`src/rtl/ssq_pkg.sv`:
```
package ssq_pkg;
    typedef enum logic [1:0] {
        SQ_IDLE = 2'd0,
        SQ_RUN  = 2'd1,
        SQ_TAIL = 2'd2
    } sq_state_e;
endpackage

```
`src/rtl/ssq_cfg_check.sv`:
```
module ssq_cfg_check #(
    parameter int RATIO_W = 4,
    parameter int VEC_W   = 8
) (
    input  logic [RATIO_W-1:0] ratio_i,
    input  logic [VEC_W-1:0]   nvec_i,
    output logic               cfg_ok_o
);
    always_comb begin
        cfg_ok_o = (ratio_i != '0) && (nvec_i != '0);
    end
endmodule

```
`src/rtl/ssq_fail_log.sv`:
```
module ssq_fail_log #(
    parameter int RATIO_W = 4,
    parameter int STEPS   = (1 << RATIO_W) - 1
) (
    input  logic               clk,
    input  logic               rst_n,
    input  logic               clear_i,
    input  logic               strobe_i,
    input  logic               fail_i,
    input  logic [RATIO_W-1:0] step_i,
    output logic [STEPS-1:0]   mask_o,
    output logic [RATIO_W-1:0] first_o
);
    typedef struct packed {
        logic [STEPS-1:0]   mask;
        logic [RATIO_W-1:0] first;
    } log_t;

    log_t log_d, log_q;

    always_comb begin
        log_d = log_q;
        if (clear_i) begin
            log_d.mask  = '0;
            log_d.first = '0;
        end else if (strobe_i && fail_i && (step_i != '0)) begin
            log_d.mask[step_i - 1'b1] = 1'b1;
            if (log_q.first == '0) begin
                log_d.first = step_i;
            end
        end
    end

    always_ff @(posedge clk) begin
        if (!rst_n) begin
            log_q <= '0;
        end else begin
            log_q <= log_d;
        end
    end

    assign mask_o  = log_q.mask;
    assign first_o = log_q.first;

    AST_FIRST_WITH_MASK: assert property (@(posedge clk) disable iff (!rst_n)
        (log_q.mask != '0) |-> (log_q.first != '0));
    AST_MASK_STICKY: assert property (@(posedge clk) disable iff (!rst_n)
        !clear_i |=> ((log_q.mask & $past(log_q.mask)) == $past(log_q.mask)));
endmodule

```
`src/rtl/strobe_sweep_seq.sv`:
```
module strobe_sweep_seq #(
    parameter int RATIO_W = 4,
    parameter int VEC_W   = 8,
    localparam int STEPS  = (1 << RATIO_W) - 1
) (
    input  logic               clk,
    input  logic               rst_n,
    input  logic               start_i,
    input  logic               abort_i,
    input  logic [RATIO_W-1:0] ratio_i,
    input  logic [VEC_W-1:0]   nvec_i,
    input  logic               cmp_fail_i,
    output logic [VEC_W-1:0]   vec_idx_o,
    output logic               apply_o,
    output logic               strobe_o,
    output logic [RATIO_W-1:0] step_o,
    output logic               busy_o,
    output logic               done_o,
    output logic               cfg_err_o,
    output logic [STEPS-1:0]   fail_mask_o,
    output logic [RATIO_W-1:0] first_fail_step_o
);
    import ssq_pkg::*;

    typedef struct packed {
        sq_state_e          st;
        logic [RATIO_W-1:0] ratio;
        logic [VEC_W-1:0]   nvec;
        logic [RATIO_W-1:0] ph;
        logic [VEC_W-1:0]   idx;
        logic [RATIO_W-1:0] k;
        logic               cfg_err;
        logic               done;
    } seq_t;

    seq_t seq_d, seq_q;
    logic cfg_ok;
    logic accept;
    logic last_ph, last_vec, final_pass;

    ssq_cfg_check #(.RATIO_W(RATIO_W), .VEC_W(VEC_W)) cfg_i (
        .ratio_i  (ratio_i),
        .nvec_i   (nvec_i),
        .cfg_ok_o (cfg_ok)
    );

    always_comb begin
        last_ph    = (seq_q.ph == seq_q.ratio - 1'b1);
        last_vec   = (seq_q.idx == seq_q.nvec - 1'b1);
        final_pass = (seq_q.k == seq_q.ratio);
        accept     = (seq_q.st == SQ_IDLE) && start_i && cfg_ok && !abort_i;

        seq_d      = seq_q;
        seq_d.done = 1'b0;

        unique case (seq_q.st)
            SQ_IDLE: begin
                if (start_i) begin
                    if (cfg_ok) begin
                        seq_d.st      = SQ_RUN;
                        seq_d.ratio   = ratio_i;
                        seq_d.nvec    = nvec_i;
                        seq_d.ph      = '0;
                        seq_d.idx     = '0;
                        seq_d.k       = RATIO_W'(1);
                        seq_d.cfg_err = 1'b0;
                    end else begin
                        seq_d.cfg_err = 1'b1;
                    end
                end
            end
            SQ_RUN: begin
                if (last_ph) begin
                    seq_d.ph = '0;
                    if (last_vec) begin
                        if (final_pass) begin
                            seq_d.st = SQ_TAIL;
                        end else begin
                            seq_d.k   = seq_q.k + 1'b1;
                            seq_d.idx = '0;
                        end
                    end else begin
                        seq_d.idx = seq_q.idx + 1'b1;
                    end
                end else begin
                    seq_d.ph = seq_q.ph + 1'b1;
                end
            end
            SQ_TAIL: begin
                seq_d.st   = SQ_IDLE;
                seq_d.done = 1'b1;
                seq_d.ph   = '0;
                seq_d.idx  = '0;
                seq_d.k    = '0;
            end
            default: begin
                seq_d.st = SQ_IDLE;
            end
        endcase

        if (abort_i) begin
            seq_d.st   = SQ_IDLE;
            seq_d.ph   = '0;
            seq_d.idx  = '0;
            seq_d.k    = '0;
            seq_d.done = 1'b0;
        end
    end

    always_ff @(posedge clk) begin
        if (!rst_n) begin
            seq_q <= '{st: SQ_IDLE, default: '0};
        end else begin
            seq_q <= seq_d;
        end
    end

    always_comb begin
        apply_o  = (seq_q.st == SQ_RUN) && (seq_q.ph == '0);
        strobe_o = (seq_q.st == SQ_TAIL)
                || ((seq_q.st == SQ_RUN) && !final_pass && (seq_q.ph == seq_q.k))
                || ((seq_q.st == SQ_RUN) && final_pass && (seq_q.ph == '0)
                    && (seq_q.idx != '0));
    end

    assign vec_idx_o = seq_q.idx;
    assign step_o    = seq_q.k;
    assign busy_o    = (seq_q.st != SQ_IDLE);
    assign done_o    = seq_q.done;
    assign cfg_err_o = seq_q.cfg_err;

    ssq_fail_log #(.RATIO_W(RATIO_W), .STEPS(STEPS)) log_i (
        .clk      (clk),
        .rst_n    (rst_n),
        .clear_i  (accept),
        .strobe_i (strobe_o),
        .fail_i   (cmp_fail_i),
        .step_i   (seq_q.k),
        .mask_o   (fail_mask_o),
        .first_o  (first_fail_step_o)
    );

    AST_BAD_CFG_IDLE: assert property (@(posedge clk) disable iff (!rst_n)
        (!busy_o && start_i && !abort_i && (ratio_i == '0 || nvec_i == '0))
        |=> (!busy_o && cfg_err_o));
    AST_ABORT_IDLE: assert property (@(posedge clk) disable iff (!rst_n)
        abort_i |=> (!busy_o && !done_o && !apply_o && !strobe_o));
    AST_DONE_PULSE: assert property (@(posedge clk) disable iff (!rst_n)
        done_o |=> !done_o);
    AST_DONE_ENDS_BUSY: assert property (@(posedge clk) disable iff (!rst_n)
        done_o |-> (!busy_o && $past(busy_o)));
    AST_STEP_NONZERO: assert property (@(posedge clk) disable iff (!rst_n)
        busy_o |-> (step_o != '0));
    AST_START_BUSY_IGNORED: assert property (@(posedge clk) disable iff (!rst_n)
        (busy_o && start_i && !abort_i) |=> (busy_o || done_o));
    AST_STROBE_ONLY_BUSY: assert property (@(posedge clk) disable iff (!rst_n)
        strobe_o |-> busy_o);
endmodule

```
`config.mk`:
```
export PLATFORM = sky130hd
export DESIGN_NAME = strobe_sweep_seq
export DESIGN_NICKNAME = d
export VERILOG_FILES = /design/src/rtl/ssq_pkg.sv /design/src/rtl/ssq_cfg_check.sv /design/src/rtl/ssq_fail_log.sv /design/src/rtl/strobe_sweep_seq.sv
export SDC_FILE = /design/constraint.sdc
export NUM_CORES = 1
export LEC_CHECK = 0
export ABC_AREA = 1
export BUFFER_PORTS_ARGS = -buffer_cell sky130_fd_sc_hd__clkbuf_2
export CORE_AREA = 4 4 80 82
export CTS_CLUSTER_SIZE = 8
export DETAILED_ROUTE_END_ITERATION = 7
export DIE_AREA = 0 0 84 86
export PLACE_DENSITY = 0.76
export SLEW_MARGIN = 30
export SYNTH_ARGS = -nofsm -noshare
export SYNTH_HDL_FRONTEND = slang
export SYNTH_HIERARCHICAL = 1
export SYNTH_SLANG_ARGS = --single-unit
```
`constraint.sdc`:
```
create_clock -name clk -period 2.6 [get_ports clk]
set_clock_uncertainty 0.15 [all_clocks]
set_input_delay 0.78 -clock clk [delete_from_list [all_inputs] [get_ports clk]]
set_output_delay 0.78 -clock clk [all_outputs]
set_load 0.02 [all_outputs]
```
==> results of run 1 <==
## cell usage after synthesis
cell type / count / area share
o21bai_2: 10 / 0.036
nand3_1: 22 / 0.035
inv_1: 61 / 0.072
nor3_1: 3 / 0.0047
ha_1: 11 / 0.043
nand2_2: 3 / 0.0059
nor2_4: 1 / 0.0036
clkinv_1: 1 / 0.0012
o21ai_0: 16 / 0.025
or2_0: 1 / 0.0020
buf_6: 1 / 0.0036
buf_2: 4 / 0.0063
nand2_4: 3 / 0.011
nor4_1: 1 / 0.0020
xnor2_1: 5 / 0.014
nor2_1: 69 / 0.082
a21oi_1: 26 / 0.041
clkbuf_4: 1 / 0.0024
clkbuf_2: 1 / 0.0016
nand2_1: 106 / 0.13
o21bai_1: 2 / 0.0047
clkbuf_1: 4 / 0.0047
buf_8: 1 / 0.0047
nand4_2: 1 / 0.0040
nand4_1: 22 / 0.043
o221ai_1: 1 / 0.0028
buf_4: 13 / 0.031
nor2_2: 3 / 0.0059
and2_0: 1 / 0.0020
a21oi_2: 1 / 0.0028
dfxtp_1: 51 / 0.32
inv_2: 14 / 0.017
o22ai_1: 1 / 0.0020
o21a_1: 1 / 0.0024
xor2_1: 12 / 0.033
## power by group through the flow
stage | sequential, mW | clock, mW | combinational [mW]
floorplan | 0.873 | 0 | 0.396
global placement | 0.871 | 0 | 0.487
detailed placement | 0.873 | 0 | 0.499
CTS | 0.854 | 0.585 | 0.518
global route | 0.861 | 0.613 | 0.590
finish | 0.855 | 0.574 | 0.518
## worst min-delay path, stage by stage, from the launching register on
cell and delay [ps]:
dfxtp_1 330, inv_2 50, a21oi_1 50
## cells by family after synthesis
| kind of cell | share of synthesized area |
|---|---|
| XOR/XNOR | 0.0470 |
| AND/OR/NAND/NOR | 0.326 |
| adder cells (fa/ha/maj) | 0.0435 |
| flip-flops | 0.322 |
| AO/OA/AOI/OAI | 0.117 |
| buffers and inverters | 0.144 |
## worst max path at each step
stage	startpoint	to	slack, ps	cells after the start
after global placement	seq_q[15]	strobe_o	190	7
after floorplan	seq_q[31]	strobe_o	90	7
final	seq_q[14]	strobe_o	60	7
after detailed placement	seq_q[14]	strobe_o	150	7
after CTS	seq_q[14]	strobe_o	3	7
after global routing	seq_q[31]	strobe_o	3	7
## per-layer routing
| metal | vias up | global-route usage | routed length, um | share of wire |
|---|---|---|---|---|
| li1 | 1571 | - | - | - |
| met1 | 1285 | 0.254 | 3270 | 0.47 |
| met2 | 72 | 0.330 | 3120 | 0.45 |
| met3 | 13 | 0.0355 | 380 | 0.055 |
| met4 | 0 | 0.0687 | 138 | 0.020 |
| met5 | - | 0 | 0 | 0 |
## layout make-up
type	count	area [sq um]	area share
repair buffers	65	367	0.102
flip-flops and latches	51	1040	0.289
well taps	75	93.8	0.0260
multi-input cells	322	1700	0.472
inverters	76	285	0.0790
clock buffers	6	82.6	0.0229
clock inverters	2	35.0	0.00970
## cells in the final DEF, fill, tap and decap left out
master / n
buf_4: 13
nand4_1: 22
and2_0: 1
dfxtp_4: 3
o21ai_0: 15
nor2_4: 1
o21bai_1: 2
o22ai_1: 1
bufinv_16: 1
nor2_2: 3
or2_0: 1
o21ai_2: 1
nand3_1: 22
nor4_1: 1
ha_2: 2
o21a_1: 1
nand2_2: 3
o221ai_2: 1
clkbuf_2: 51
nand2_1: 106
nor2_1: 69
xnor2_1: 5
dfxtp_2: 9
nand4_2: 1
dfxtp_1: 39
nor3_1: 3
nand2_4: 3
clkbuf_8: 7
inv_2: 17
xor2_1: 12
clkinv_2: 1
o21bai_2: 10
ha_1: 9
a21oi_2: 1
a21oi_1: 26
clkinv_1: 1
inv_1: 58
## sequential cells by signal (all words and copies together) (netlist names)
register / count
done_o: 1
cfg_err_o: 1
step_o: 4
log_i/mask_o: 15
vec_idx_o: 8
log_i/first_o: 4
seq_q: 18
## per-stage QoR
step | utilization | total power [mW] | std cells | hold slack [ps]
global route | 0.628 | 2.06 | 597 | 340
floorplan | - | 1.27 | 474 | 307
finish | 0.628 | 1.95 | 597 | 319
global placement | 0.597 | 1.36 | 587 | 293
detailed placement | 0.597 | 1.37 | 587 | 310
CTS | 0.625 | 1.96 | 597 | 323
## what timing repair did
action                                  4_1_cts  5_1_grt
endpoints found under the setup margin        1        1
hold buffers                                  0        0
gates cloned                                  0        0
resized for setup                            10       15
endpoints found under the hold margin         0        0
pin swaps                                     2        2
buffers inserted                              2        0
==> impl_metrics.py, run 1 <==
metrics = {
    "detailed_routing": {
        "dr.pass1.iters": 4,
        "drt_iter0_markers": 191,
        "antenna_left": 0,
        "drc": 0,
        "routed_wl_um": 6910,
        "vias": 2941,
        "vias_per_cell": 4.93,
        "post_drt_wl_per_cell_um": 11.6,
    },
    "die": {
        "initial_core_util": 0.551,
        "core_sq_mm": 0.00575,
        "num_io_pins": 53,
        "rows": 28,
        "die_area_sq_mm": 0.00722,
        "die_w_um": 84,
        "die_h_um": 86,
    },
    "synth": {
        "yosysWarnings": 6,
        "synth_area_sq_mm": 0.00317,
        "synth.avg_cell_area_sq_um": 6.68,
        "ys_ff_latch": 51,
        "synth_seq_area_share": 0.322,
        "syn_inst": 474,
        "ys_types": 35,
        "synth_nets": 502,
    },
    "finish": {
        "synthToLayoutAreaGrowth_pct": 14.0,
        "final_area_sq_mm": 0.00361,
        "fin_nets": 549,
        "n_antenna_cell": 0,
        "fill_cells": 577,
        "drive_gt1_frac": 0.245,
    },
    "setup_path": {
        "crit_arrival_ps": 1610,
        "worstPathCellList": "inv_2, ha_2, nand4_1, inv_2, o21ai_2, o221ai_2, clkbuf_8",
        "rrSetupSlack_ps": 320,
        "worst_path_largest_cell_delay_ps": 370,
        "crit_required_ps": 1670,
        "r2r_start": "seq_q[18]",
        "worstSetupPathType": "register to output port",
        "start_kind": "register",
        "crit_slowest_cell": "dfxtp_4",
        "critPathCaptureType": "output port",
        "crit_buf_inv": 3,
        "critPathMaxFanout": 5,
        "r2r_end": "vec_idx_o[7]",
        "cp_top_family": "flip-flops",
        "rr_worst_depth": 13,
        "cp_common_cell": "inv_2",
    },
    "hold_path": {
        "holdPathEnd": "log_i/first_o[3]",
        "hp-start": "log_i/first_o[3]",
        "hp-class": "register to register",
        "hold_depth": 2,
    },
    "pwr": {
        "p_seq_frac": 0.439,
        "peakVddDrop_mv": 0.266,
        "power.switching_mw": 0.635,
        "powerDensity_mw_per_mm2": 539,
        "switching_share": 0.326,
        "power_frac_comb": 0.266,
        "intPower_mw": 1.31,
        "clockPowerShare": 0.295,
        "p_leak_nw": 1.86,
    },
    "timing": {
        "slew_viol_final": 0,
        "hold_violations": 0,
        "tns_ps": 0,
        "layout_min_cycle_time_ps": 2540,
        "rsz0062_at_grt": "false",
        "worst_pin_slew_ps": 386,
        "relSlewSlack": 0.740,
        "timing.fmax_ghz": 0.394,
        "post-route-period-util": 0.975,
        "setup_viol": 0,
        "worst_slack_ps": 63.8,
    },
    "global_route": {
        "grt_pass1_wl_um": 11800,
        "grt_antenna_before_repair": 0,
        "grt_max_degree": 24,
        "grt_usage": 0.196,
        "grt_overflow_total": 0,
        "grt_pass1_vias": 2618,
    },
    "cts": {
        "clkLatencyLatePin_ps": 300,
        "htreeDepth": 2,
        "clock_sinks": 51,
        "cts_tree": "yes",
        "clk_path_buf_depth": 2,
        "cts_buffers": 5,
        "clk_pin_slew_ps": 90,
        "cts-root-buf": "clkbuf_8",
    },
    "run_status": {
        "status": "complete, no violations",
    },
    "place": {
        "place_ws_ps": 154,
        "dpl_cell_area_sq_mm": 0.00343,
        "gp_congestion": 0.896,
        "dp_hpwl_um": 5400,
        "numPortBuffers": 52,
    },
    "job": {
        "drv_cap": 0,
    },
}
(Power assumes the default switching activity.)
==> run 2: changes to the inputs <==
==> constraint.sdc (replaced) <==
create_clock -name clk -period 2.8 [get_ports clk]
set_clock_uncertainty 0.15 [all_clocks]
set_input_delay 0.84 -clock clk [delete_from_list [all_inputs] [get_ports clk]]
set_output_delay 0.84 -clock clk [all_outputs]
set_load 0.02 [all_outputs]
==> impl_metrics.py, run 2 (same netlist as run 1, synthesis figures left out) <==
metrics = {
    "global_route": {
        "grt_pass1_wl_um": 11400,
        "grt_antenna_before_repair": 0,
        "grt-busiest-layer": "met2",
        "grtUsageMet3": 0.0355,
        "use_met2": 0.302,
        "grt_overflow_total": 0,
        "grt_max_degree": 24,
        "grt_usage": 0.189,
        "met1_usage": 0.255,
        "grt_pass1_vias": 2596,
    },
    "timing": {
        "setup_viol": 0,
        "worst_slack_ps": 127,
        "hold_violations": 0,
        "holdWs_ps": 307,
        "tns_ps": 0,
        "worst_pin_slew_ps": 534,
        "timing.fmax_ghz": 0.374,
        "slew_viol_final": 0,
        "relSlewSlack": 0.644,
        "layout_min_cycle_time_ps": 2670,
        "post-route-period-util": 0.955,
    },
    "setup_path": {
        "r2r_end": "log_i/mask_o[1]",
        "r2r_start": "seq_q[31]",
        "worst_path_largest_cell_delay_ps": 340,
        "worstSetupPathType": "register to output port",
        "cp_common_cell": "inv_1",
        "crit_required_ps": 1810,
        "crit_slowest_cell": "dfxtp_1",
        "crit_buf_inv": 3,
        "start_kind": "register",
        "worstPathCellList": "inv_1, ha_1, nand4_1, inv_1, o21ai_1, o221ai_2, buf_4",
        "critPathMaxFanout": 3,
        "rr_worst_depth": 13,
        "crit_arrival_ps": 1680,
        "cp_top_family": "buffers and inverters",
        "rrSetupSlack_ps": 640,
        "critPathCaptureType": "output port",
    },
    "die": {
        "rows": 28,
        "die_w_um": 84,
        "die_h_um": 86,
        "initial_core_util": 0.551,
        "die_area_sq_mm": 0.00722,
        "num_io_pins": 53,
        "core_sq_mm": 0.00575,
    },
    "finish": {
        "max_flop_register": "seq_q",
        "ff_latch_area_sq_mm": 0.00102,
        "multiInputGateArea_sq_mm": 0.00170,
        "fin_nets": 545,
        "drive_gt1_frac": 0.207,
        "fill_cells": 547,
        "largest_reg_flops": 18,
        "n_antenna_cell": 0,
        "final_common_cell": "nand2_1",
        "synthToLayoutAreaGrowth_pct": 11.0,
        "final_cell_mix": "nand2_1 (106), nor2_1 (69), inv_1 (61)",
        "fin_util": 0.612,
    },
    "cts": {
        "clkLatencyLatePin_ps": 300,
        "clk_path_buf_depth": 2,
        "clk_pin_slew_ps": 90,
        "cts_buffers": 5,
        "clock_sinks": 51,
        "htreeDepth": 2,
        "cts_tree": "yes",
        "hold_buffers": 0,
        "cts-root-buf": "clkbuf_8",
    },
    "detailed_routing": {
        "drc": 0,
        "vias_per_cell": 4.89,
        "vias": 2894,
        "dr.pass1.iters": 4,
        "antenna_left": 0,
        "routed_wl_um": 6460,
        "post_drt_wl_per_cell_um": 10.9,
        "drt_iter0_markers": 131,
    },
    "pwr": {
        "peakVddDrop_mv": 0.264,
        "powerDensity_mw_per_mm2": 478,
        "p_leak_nw": 1.82,
    },
    "hold_path": {
        "hold_depth": 2,
        "hp-class": "register to register",
        "hp-start": "log_i/mask_o[3]",
        "holdPathEnd": "log_i/mask_o[3]",
    },
    "job": {
        "drv_cap": 0,
    },
    "place": {
        "gp_congestion": 0.866,
        "place_ws_ps": 157,
        "numPortBuffers": 52,
        "dp_hpwl_um": 5120,
    },
    "run_status": {
        "status": "complete, no violations",
    },
}
-- run 2: cell count changes in the layout (fill, tap and decap cells not counted), sizes merged --
cell and change:
bufinv -1, clkbuf -1, buf -3
-- run 2: worst register-to-register path, stage by stage, from the launching register on --
cell and delay [ps]:
dfxtp_1 340, inv_1 100, ha_1 180, nand4_1 90, inv_1 110, o21ai_1 130
o221ai_2 250, buf_4 150, nand2_1 50, inv_2 120, nand2_4 150, o21bai_1 170
nand2_1 60, inv_1 60
-- run 2: worst max path at each step --
| stage | from | endpoint | slack [ps] | cells past startpoint |
|---|---|---|---|---|
| after floorplan | seq_q[31] | strobe_o | 230 | 7 |
| after global placement | nvec_i[7] | log_i/first_o[1] | 240 | 12 |
| after detailed placement | nvec_i[1] | log_i/mask_o[7] | 160 | 12 |
| after CTS | seq_q[15] | strobe_o | 5 | 7 |
| after global routing | seq_q[14] | strobe_o | -20 | 7 |
| final | seq_q[31] | strobe_o | 130 | 7 |
-- run 2: area by class of cell --
cell class / count / area share
Clock buffer: 6 / 0.0235
Clock inverter: 1 / 0.00142
Inverter: 76 / 0.0811
Multi-Input combinational cell: 322 / 0.482
Sequential cell: 51 / 0.291
Tap cell: 75 / 0.0267
Timing Repair Buffer: 61 / 0.0940
-- run 2: power breakdown --
part	switching, mW	internal (mW)	total, mW
registers	0.0363	0.759	0.796
clock network	0.226	0.194	0.420
logic	0.303	0.161	0.463
total	0.565	1.11	1.68
-- run 2: timing repair --
item | in CTS | in global routing
gates resized for setup | 1 | 5
buffers inserted | 0 | 1
pin swaps | 0 | 1
endpoints found under the setup margin | 1 | 1
gates cloned | 0 | 0
-- run 2: routing by layer --
metal,vias up,part of all wire
met2,75,0.43
met4,0,0.019
met1,1239,0.49
met5,-,0
li1,1568,-
met3,12,0.059
-- run 2: stage by stage --
| step | cells | area [sq um] | total power, mW |
|---|---|---|---|
| floorplan | 474 | 3170 | 1.18 |
| global placement | 584 | 3410 | 1.26 |
| detailed placement | 584 | 3410 | 1.27 |
| CTS | 591 | 3500 | 1.69 |
| global route | 592 | 3520 | 1.80 |
| finish | 592 | 3520 | 1.68 |
==> run 3: changes to the inputs <==
--- a/config.mk
+++ b/config.mk
@@ -8,7 +8,7 @@
 export ABC_AREA = 1
 export BUFFER_PORTS_ARGS = -buffer_cell sky130_fd_sc_hd__clkbuf_2
 export CORE_AREA = 4 4 80 82
-export CTS_CLUSTER_SIZE = 8
+export CTS_CLUSTER_SIZE = 25
 export DETAILED_ROUTE_END_ITERATION = 7
 export DIE_AREA = 0 0 84 86
 export PLACE_DENSITY = 0.76
==> constraint.sdc (replaced) <==
create_clock -name clk -period 2.8 [get_ports clk]
set_clock_uncertainty 0.15 [all_clocks]
set_input_delay 0 -clock clk [delete_from_list [all_inputs] [get_ports clk]]
set_output_delay 0 -clock clk [all_outputs]
set_load 0.02 [all_outputs]
==> impl_metrics.py, run 3 (same netlist as run 1, synthesis figures left out) <==
metrics = {
    "finish": {
        "drive_gt1_frac": 0.186,
        "synthToLayoutAreaGrowth_pct": 20.1,
        "n_antenna_cell": 0,
        "final_common_cell": "nand2_1",
        "final_cell_mix": "nand2_1 (106), nor2_1 (69), inv_1 (61)",
        "fin_nets": 569,
        "final_cells": 617,
        "largest_reg_flops": 18,
        "max_flop_register": "seq_q",
    },
    "setup_path": {
        "cp_top_family": "flip-flops",
        "r2r_end": "log_i/mask_o[0]",
        "r2r_start": "step_o[0]",
        "critPathCaptureType": "register",
        "worstSetupPathType": "register to register",
        "crit_buf_inv": 2,
        "worstPathCellList": "nor2_1, nor4_1, nand3_1, o221ai_1, nand2_1, inv_2, nand2_4, o21bai_1, nand2_1, inv_1",
        "critical_path_depth": 10,
        "rr_worst_depth": 10,
        "worst_path_largest_cell_delay_ps": 830,
        "rrSetupSlack_ps": 360,
        "crit_required_ps": 2910,
        "critPathMaxFanout": 18,
        "crit_end": "log_i/mask_o[0]",
        "crit_arrival_ps": 2560,
        "start_kind": "register",
        "crit_start": "step_o[0]",
        "crit_slowest_cell": "dfxtp_1",
        "cp_common_cell": "nand2_1",
    },
    "cts": {
        "htreeDepth": 2,
        "cts-root-buf": "clkbuf_8",
        "post_cts.repair.setup_buffers": 0,
        "clk_pin_slew_ps": 100,
        "clk_path_buf_depth": 2,
        "cts_tree": "yes",
        "clkLatencyLatePin_ps": 310,
        "cts_buffers": 5,
        "clock_sinks": 51,
    },
    "die": {
        "die_h_um": 86,
        "num_io_pins": 53,
        "rows": 28,
        "core_sq_mm": 0.00575,
        "die_area_sq_mm": 0.00722,
        "die_w_um": 84,
        "initial_core_util": 0.551,
    },
    "timing": {
        "timing.fmax_ghz": 0.409,
        "hold_violations": 0,
        "holdWs_ps": 147,
        "relSlewSlack": 0.488,
        "tns_ps": 0,
        "slew_viol_final": 0,
        "post-route-period-util": 0.872,
        "rsz0062_at_grt": "false",
        "worst_pin_slew_ps": 766,
        "setup_viol": 0,
        "layout_min_cycle_time_ps": 2440,
    },
    "detailed_routing": {
        "drt_iter0_markers": 205,
        "vias_per_cell": 4.99,
        "vias": 3078,
        "dr.pass1.iters": 4,
        "antenna_left": 0,
        "post_drt_wl_per_cell_um": 11.6,
        "routed_wl_um": 7140,
        "drc": 0,
    },
    "pwr": {
        "switching_share": 0.316,
        "p_seq_frac": 0.425,
        "power_frac_comb": 0.256,
        "intPower_mw": 1.30,
        "p_leak_nw": 1.93,
        "powerDensity_mw_per_mm2": 500,
        "peakVddDrop_mv": 0.287,
        "power.switching_mw": 0.600,
        "clockPowerShare": 0.319,
    },
    "run_status": {
        "status": "complete, no violations",
    },
    "job": {
        "drv_cap": 0,
    },
    "global_route": {
        "grt_usage": 0.211,
        "grt_antenna_before_repair": 0,
        "grt_pass1_wl_um": 12800,
        "grt_overflow_total": 0,
        "grt_pass1_vias": 2984,
        "grt_max_degree": 24,
    },
    "place": {
        "placed_cells": 581,
        "numPortBuffers": 52,
        "gp_congestion": 0.911,
        "dp_hpwl_um": 5140,
    },
    "hold_path": {
        "hp-class": "input port to register",
    },
}
-- run 3: changes by cell type in the layout (fill, tap and decap cells not counted), sizes merged --
cell	before	now
buf	10	5
bufinv	0	2
clkinv	2	1
clkinvlp	0	1
dlygate4sd3	0	28
-- run 3: worst min-delay path: stages --
cell	delay, ps
clkbuf_2	170
inv_2	80
nor2_2	30
buf_4	170
nand2_1	80
inv_1	30
-- run 3: cell type report --
| type | count | area (sq um) |
|---|---|---|
| Clock inverter | 3 | 67.6 |
| Timing Repair Buffer | 85 | 578 |
| Fill cell | 534 | 1940 |
| Multi-Input combinational cell | 322 | 1690 |
| Sequential cell | 51 | 1020 |
| Inverter | 76 | 285 |
| Tap cell | 75 | 93.8 |
| Clock buffer | 5 | 68.8 |
-- run 3: power groups by stage --
stage	Clock, mW	Combinational [mW]	Sequential (mW)
detailed placement	0	0.441	0.824
global route	0.644	0.556	0.814
finish	0.607	0.486	0.808
floorplan	0	0.367	0.811
global placement	0	0.431	0.822
CTS	0.620	0.481	0.807
-- run 3: per-layer routing --
layer  vias up  part of all wire  track usage
met2        66              0.49        0.387
met5         -                 0            0
li1       1599                 -            -
met1      1407              0.45        0.257
met4         0             0.010       0.0599
met3         6             0.047       0.0317
-- run 3: what timing repair did --
item                                   in CTS  in global routing
resized for setup                           0                  0
endpoints found under the hold margin      24                  0
hold buffers                               28                  0
-- run 3: stage by stage --
step	total power [mW]	utilization	setup WS (ps)	cell area (sq um)
after floorplan	1.18	-	356	3170
after detailed placement	1.27	0.590	415	3390
after global routing	2.01	0.662	162	3800
final	1.90	0.662	358	3800
after CTS	1.91	0.662	386	3800
after global placement	1.25	0.590	532	3390
-- run 3: worst min path at each step --
stage / endpoint / slack (ps) / cells past startpoint / from
floorplan: seq_q[25] / -20 / 2 / nvec_i[7]
global placement: seq_q[25] / 90 / 3 / nvec_i[7]
detailed placement: seq_q[25] / 90 / 3 / nvec_i[7]
CTS: log_i/mask_o[14] / 140 / 6 / rst_n
global route: log_i/mask_o[0] / 190 / 6 / rst_n
finish: log_i/mask_o[5] / 150 / 6 / rst_n
